[src/rtl/pcic_pkg.sv]
package pcic_pkg;

    localparam int unsigned PIN_COUNT  = 16;
    localparam int unsigned BYTE_WIDTH = 8;

    typedef enum logic {
        IRQ_ACT_LOW  = 1'b0,
        IRQ_ACT_HIGH = 1'b1
    } irq_pol_e;

    typedef struct packed {
        logic     drive_en;
        irq_pol_e pol;
    } irq_ctrl_t;

    // Map "interrupt active" onto the line level for the chosen polarity.
    function automatic logic line_level(irq_pol_e pol, logic active);
        return (pol == IRQ_ACT_HIGH) ? active : ~active;
    endfunction

endpackage

[src/rtl/pcic_edge_det.sv]
module pcic_edge_det #(
    parameter int unsigned W = pcic_pkg::PIN_COUNT
) (
    input  logic         clk,
    input  logic         rst,
    input  logic [W-1:0] lvl,
    input  logic [W-1:0] dir,
    output logic [W-1:0] chg
);
    logic [W-1:0] lvl_q;
    logic [W-1:0] dir_q;
    logic         armed_q;

    always_ff @(posedge clk) begin
        if (rst) begin
            lvl_q   <= '0;
            dir_q   <= '0;
            armed_q <= 1'b0;
        end else begin
            lvl_q   <= lvl;
            dir_q   <= dir;
            armed_q <= 1'b1;
        end
    end

    // A pin counts only if it was an input in both this cycle and the last one.
    always_comb begin
        chg = '0;
        if (armed_q) chg = (lvl ^ lvl_q) & ~dir & ~dir_q;
    end
endmodule

[src/rtl/pcic_status.sv]
module pcic_status #(
    parameter int unsigned W  = pcic_pkg::PIN_COUNT,
    parameter int unsigned BW = pcic_pkg::BYTE_WIDTH,
    localparam int unsigned NB = (W + BW - 1) / BW
) (
    input  logic          clk,
    input  logic          rst,
    input  logic [W-1:0]  chg,
    input  logic [NB-1:0] rd,
    output logic [W-1:0]  stat
);
    for (genvar i = 0; i < W; i++) begin : g_bit
        always_ff @(posedge clk) begin
            if (rst) stat[i] <= 1'b0;
            else     stat[i] <= (stat[i] & ~rd[i / BW]) | chg[i];
        end
    end
endmodule

[src/rtl/pcic_irq_out.sv]
module pcic_irq_out #(
    parameter int unsigned W = pcic_pkg::PIN_COUNT
) (
    input  logic                stat,
    input  logic [W-1:0]        stat_vec,
    input  logic [W-1:0]        mask,
    input  pcic_pkg::irq_ctrl_t ctrl,
    output logic                pad,
    output logic                oe
);
    logic hit;

    always_comb begin
        hit = |(stat_vec & mask) & stat;
        pad = pcic_pkg::line_level(ctrl.pol, hit);
        oe  = ctrl.drive_en;
    end
endmodule

[src/rtl/pin_change_irq.sv]
module pin_change_irq #(
    parameter int unsigned NUM_PINS = pcic_pkg::PIN_COUNT,
    parameter int unsigned BYTE_W   = pcic_pkg::BYTE_WIDTH,
    localparam int unsigned NUM_BYTES = (NUM_PINS + BYTE_W - 1) / BYTE_W
) (
    input  logic                 clk,
    input  logic                 rst,
    input  logic [NUM_PINS-1:0]  pin_lvl,
    input  logic [NUM_PINS-1:0]  pin_dir,
    input  logic [NUM_PINS-1:0]  irq_mask,
    input  logic                 irq_en,
    input  logic                 irq_pol,
    input  logic [NUM_BYTES-1:0] stat_rd,
    output logic [NUM_PINS-1:0]  stat_q,
    output logic                 irq_pad,
    output logic                 irq_oe
);
    logic [NUM_PINS-1:0] chg;
    pcic_pkg::irq_ctrl_t ctrl;

    assign ctrl.drive_en = irq_en;
    assign ctrl.pol      = pcic_pkg::irq_pol_e'(irq_pol);

    pcic_edge_det #(.W(NUM_PINS)) u_edge (
        .clk (clk),
        .rst (rst),
        .lvl (pin_lvl),
        .dir (pin_dir),
        .chg (chg)
    );

    pcic_status #(.W(NUM_PINS), .BW(BYTE_W)) u_stat (
        .clk  (clk),
        .rst  (rst),
        .chg  (chg),
        .rd   (stat_rd),
        .stat (stat_q)
    );

    pcic_irq_out #(.W(NUM_PINS)) u_irq (
        .stat     (1'b1),
        .stat_vec (stat_q),
        .mask     (irq_mask),
        .ctrl     (ctrl),
        .pad      (irq_pad),
        .oe       (irq_oe)
    );
endmodule

[config.mk]
export PLATFORM = sky130hd
export DESIGN_NAME = pin_change_irq
export DESIGN_NICKNAME = d
export VERILOG_FILES = /design/src/rtl/pcic_pkg.sv /design/src/rtl/pcic_edge_det.sv /design/src/rtl/pcic_status.sv /design/src/rtl/pcic_irq_out.sv /design/src/rtl/pin_change_irq.sv
export SDC_FILE = /design/constraint.sdc
export NUM_CORES = 1
export LEC_CHECK = 0
export BUFFER_PORTS_ARGS = -buffer_cell sky130_fd_sc_hd__buf_4
export CAP_MARGIN = 20
export CORE_UTILIZATION = 42
export DETAILED_ROUTE_END_ITERATION = 8
export PLACE_DENSITY = 0.79
export SLEW_MARGIN = 20
export SYNTH_ARGS = -nofsm -noshare
export SYNTH_HDL_FRONTEND = slang
export SYNTH_SLANG_ARGS = --single-unit
export TNS_END_PERCENT = 30
[constraint.sdc]
create_clock -name clk -period 1.2 [get_ports clk]
set_clock_uncertainty 0.15 [all_clocks]
set_input_delay 0.06 -clock clk [delete_from_list [all_inputs] [get_ports clk]]
set_output_delay 0.06 -clock clk [all_outputs]
set_load 0.02 [all_outputs]
; ---- After elaboration in Yosys (flattened, before gate mapping)
; Cells that the tools add are included.
[classes]
muxes = 3
bitwise = 41
n_reduce_logical = 1
[ops]
columns = op, count
row1 = $and 16x16->16, 3
row2 = $not 16->16, 2
row3 = $and 1x1->1, 16
row4 = $mux 16, 1
row5 = $or 1x1->1, 16
row6 = $reduce_or 16->1, 1
row7 = $xor 16x16->16, 1
row8 = $not 1->1, 3
row9 = $mux 1, 2
[totals]
ff_bits = 49
out_inout_bits = 18
wordCells = 64

; ---- Logic depth before layout (Yosys ltp)
[depth]
ltp_word = 5
ltp_mapped = 4
depth_no_buf = 4

; ---- Modules after synthesis
; From an unflattened synthesis, not the netlist that was laid out.
[hier_totals]
hier_cells = 182
area_unflattened_um2 = 2100.8
[modules_own_cells]
columns = mod, n_inst, cells_each, area_each_um2
row1 = pcic_edge_det, 1, 102, 1358.8
row2 = pcic_status, 1, 66, 629.4
row3 = pcic_irq_out, 1, 13, 108.9
row4 = pin_change_irq, 1, 1, 3.8

; ---- Least setup slack after synthesis
; Ideal clock, no wire load.
[synth_timing]
kind = flip-flop to output port
from = reg u_stat.stat[5]
to = out irq_pad
arrival_ns = 1.301
setup_slack_ns = -0.311
stages_incl_launch_ff = 5
n_path_buf = 0
cell_sequence = dfxtp_1 > a22o_1 > a221oi_2 > nand4_1 > xnor2_1
[synth_between]
elab_chain_cells = 4
[synth_lines]
columns = element, line
row1 = "start, declared", pcic_status.sv:10  ; output logic [W-1:0] stat
row2 = "start signal, assigned by index", pcic_status.sv:15  ; else stat[i] <= (stat[i] & ~rd[i / BW]) | chg[i];
row3 = $and 16x16->16 (*), pcic_irq_out.sv:14  ; hit = |(stat_vec & mask) & stat;
row4 = $reduce_or 16->1 (*), pcic_irq_out.sv:14
row5 = $not 1->1, pcic_pkg.sv:18  ; return (pol == IRQ_ACT_HIGH) ? active : ~active;
row6 = $mux 1 (*), pcic_pkg.sv:18
row7 = "end, declared", pin_change_irq.sv:15  ; output logic irq_pad,
; Every way passes the cells marked *; elsewhere a longest branch is shown, timed or not.

; ---- Final worst setup path
[layout_timing]
from = reg u_stat.stat[3]
to = out irq_pad
; Same word-level chain as after synthesis.

==> results.py <==
metrics = {
    "run_status": {
        "outcome": "finished, violations left",
        "violations": "setup timing",
    },
    "floorplanning": {
        "io_pins": 72,
        "die_y_um": 66.4,
        "dieArea_sq_um": 4400,
        "die_w_um": 66.4,
        "floorplan.rows": 23,
        "start_util": 0.435,
        "core_area_sq_um": 4000,
    },
    "cells_and_area": {
        "drive_above_1_share": 0.373,
        "fin_nets": 337,
        "antenna_cells": 0,
        "area_growth_pct": 65.4,
    },
    "clock_network": {
        "clock_sinks": 49,
        "cts_root_buf": "clkbuf_8",
        "clk_pin_slew_worst_paths_ns": 0.08,
        "cts_tree": "done",
        "clk_path_buf_depth": 2,
        "postCtsSetupRepairBufs": 0,
        "cts_made_buffers": 5,
        "clk_latency_ns": 0.29,
        "h-tree-depth": 2,
    },
    "flow_run": {
        "maxCapViolCount": 0,
    },
    "sta": {
        "setup_viol": 1,
        "worst-slew-pin-transition_ns": 0.500,
        "period_share": 1.47,
        "rsz0062_at_grt": "true",
        "min_period_ns": 1.76,
        "finalHoldViolCount": 0,
        "relSlewSlack": 0.667,
        "fin_hold_ws_ns": 0.0134,
        "slew_violations": 0,
        "fin_ws_ns": -0.563,
        "fmax_mhz": 567,
    },
    "worst_setup_path": {
        "cpPeakStageDelay_ns": 0.34,
        "cp-start-kind": "flip-flop",
        "crit_arrival_ns": 1.55,
        "cp_top_family": "compound AO/OA/AOI/OAI gates",
        "cp.buffers_inverters": 1,
        "cp_cell_sequence": "a22o_1 -> a221oi_2 -> nand4_1 -> xnor2_2 -> buf_4",
        "r2r_slack_ns": 0.13,
        "cpMaxStageDelayCell": "dfxtp_4",
        "critPathKind": "reg -> out",
        "crit_path_end_kind": "output pin",
        "path_max_fanout": 2,
        "required_ns": 0.99,
    },
    "logic_synthesis": {
        "syn_area_sq_um": 1740,
        "synth_common_cells": "dfxtp_1 (49), nor2_1 (32), nor2b_1 (32)",
        "syn-num-nets": 220,
        "post-synth-top-area-cell": "dfxtp_1",
        "synth_warnings": 0,
        "synth_top_area_share": 0.564,
        "synth.most_common_cell": "dfxtp_1",
        "synth-edff-count": 0,
        "ys_top_cells_by_area": "dfxtp_1 (56%), nor2b_1 (12%), a32oi_1 (8.1%)",
        "synth-main-ff-cell": "dfxtp_1",
        "async_reset_ff_frac": 0,
        "postSynthRegisterBits": 49,
        "synth_area_per_cell_sq_um": 10.5,
        "ys_seq_area_frac": 0.564,
        "yosysUniqueCellTypes": 15,
        "netlist_instances": 166,
    },
    "hold_path": {
        "holdCritPathClass": "in -> reg",
    },
    "placement": {
        "dp_hpwl_um": 2870,
        "gp_congestion": 0.737,
        "io_buffers": 69,
        "pre_cts_slack_ns": -0.279,
    },
    "route": {
        "wirelength_um": 4390,
        "first_pass_iters": 4,
        "wl_per_cell_um": 13.2,
        "via_per_inst": 4.82,
        "drt_iter0_drc": 67,
        "vias": 1611,
        "drc": 0,
        "ant_nets": 0,
    },
    "power_and_ir_drop": {
        "vdd_drop_max_uv": 689,
        "cellPowerDensity_nw_per_um2": 1210,
        "power.leakage_nw": 1.32,
    },
    "grt": {
        "grt_pass1_vias": 1634,
        "grt_pass1_wl_um": 7000,
        "grt_max_degree": 50,
        "antenna_found_initial": 0,
        "overflow": 0,
        "gr-usage-all-layers": 0.217,
    },
}
## routing by layer
metal | wire, um | up-vias | track usage
li1 | - | 794 | -
met1 | 1850 | 761 | 0.235
met2 | 2260 | 47 | 0.403
met3 | 211 | 9 | 0.0500
met4 | 68 | 0 | 0.0851
met5 | 0 | - | 0
## worst reg2reg max path, stage by stage (launching register included)
cell and delay (ns):
dfxtp_2 0.57, a32oi_1 0.16, nor2_1 0.12
## power breakdown
group          internal, W  switching [W]  total (W)
clock             0.000679       0.000500    0.00118
sequential         0.00170      0.0000424    0.00174
combinational     0.000343       0.000228   0.000570
total              0.00272       0.000770    0.00349
## per-stage QoR
stage / total power, W / cells / cell area, sq um / TNS, ns / util
after floorplan: 0.00200 / 166 / 1770 / -0.198 / -
after global placement: 0.00225 / 293 / 2430 / -1.04 / 0.608
after detailed placement: 0.00226 / 293 / 2430 / -1.31 / 0.608
after CTS: 0.00353 / 334 / 2880 / -0.593 / 0.720
after global routing: 0.00365 / 334 / 2880 / -0.679 / 0.720
final: 0.00349 / 334 / 2880 / -0.563 / 0.720
## registers in the layout, summed over array words and instances (netlist names)
register,count
u_edge.armed_q,1
u_edge.dir_q,16
u_edge.lvl_q,16
u_stat.stat,16
## placed cells by master (no fill, tap or decap)
cell	count
dlygate4sd3_1	33
clkbuf_8	6
nor2b_1	32
nand4_1	1
clkbuf_1	1
dfxtp_4	4
dfxtp_1	40
nor2_1	32
xnor2_2	1
buf_4	85
a22o_1	4
xor2_1	16
inv_1	3
bufinv_16	1
a32oi_1	16
dfxtp_2	5
a221oi_2	4
## repair_timing
item | CTS | global route
endpoints found under the hold margin | 38 | 0
cloned | 0 | 0
pin swaps | 2 | 1
resized for setup | 1 | 0
setup endpoints to repair | 17 | 1
hold buffers | 33 | 0
## area by class of cell
| class | count | area, sq um |
|---|---|---|
| fill | 309 | 1120 |
| tap | 50 | 62.6 |
| timing repair buffer | 118 | 968 |
| inverter | 3 | 11.3 |
| multi-input combinational | 106 | 718 |
| clock buffer | 7 | 86.3 |
| sequential | 49 | 1000 |
| clock inverter | 1 | 30.0 |
## worst paths after layout
path,from,to,depth (start not counted)
hold / removal,rst,u_edge.armed_q,2
setup reg to reg,u_edge.armed_q,u_stat.stat[14],2
setup / recovery,u_stat.stat[3],irq_pad,5
hold reg to reg,u_edge.dir_q[12],u_stat.stat[12],3
## logic make-up after synthesis
logic type                share of synthesized area
AOI/OAI and AO/OA                             0.135
and+or+nand+nor                               0.188
DFF                                           0.564
xor gates and xnor gates                     0.0855
buffers and inverters                        0.0280
No activity file was read; power rests on OpenSTA's default activity.
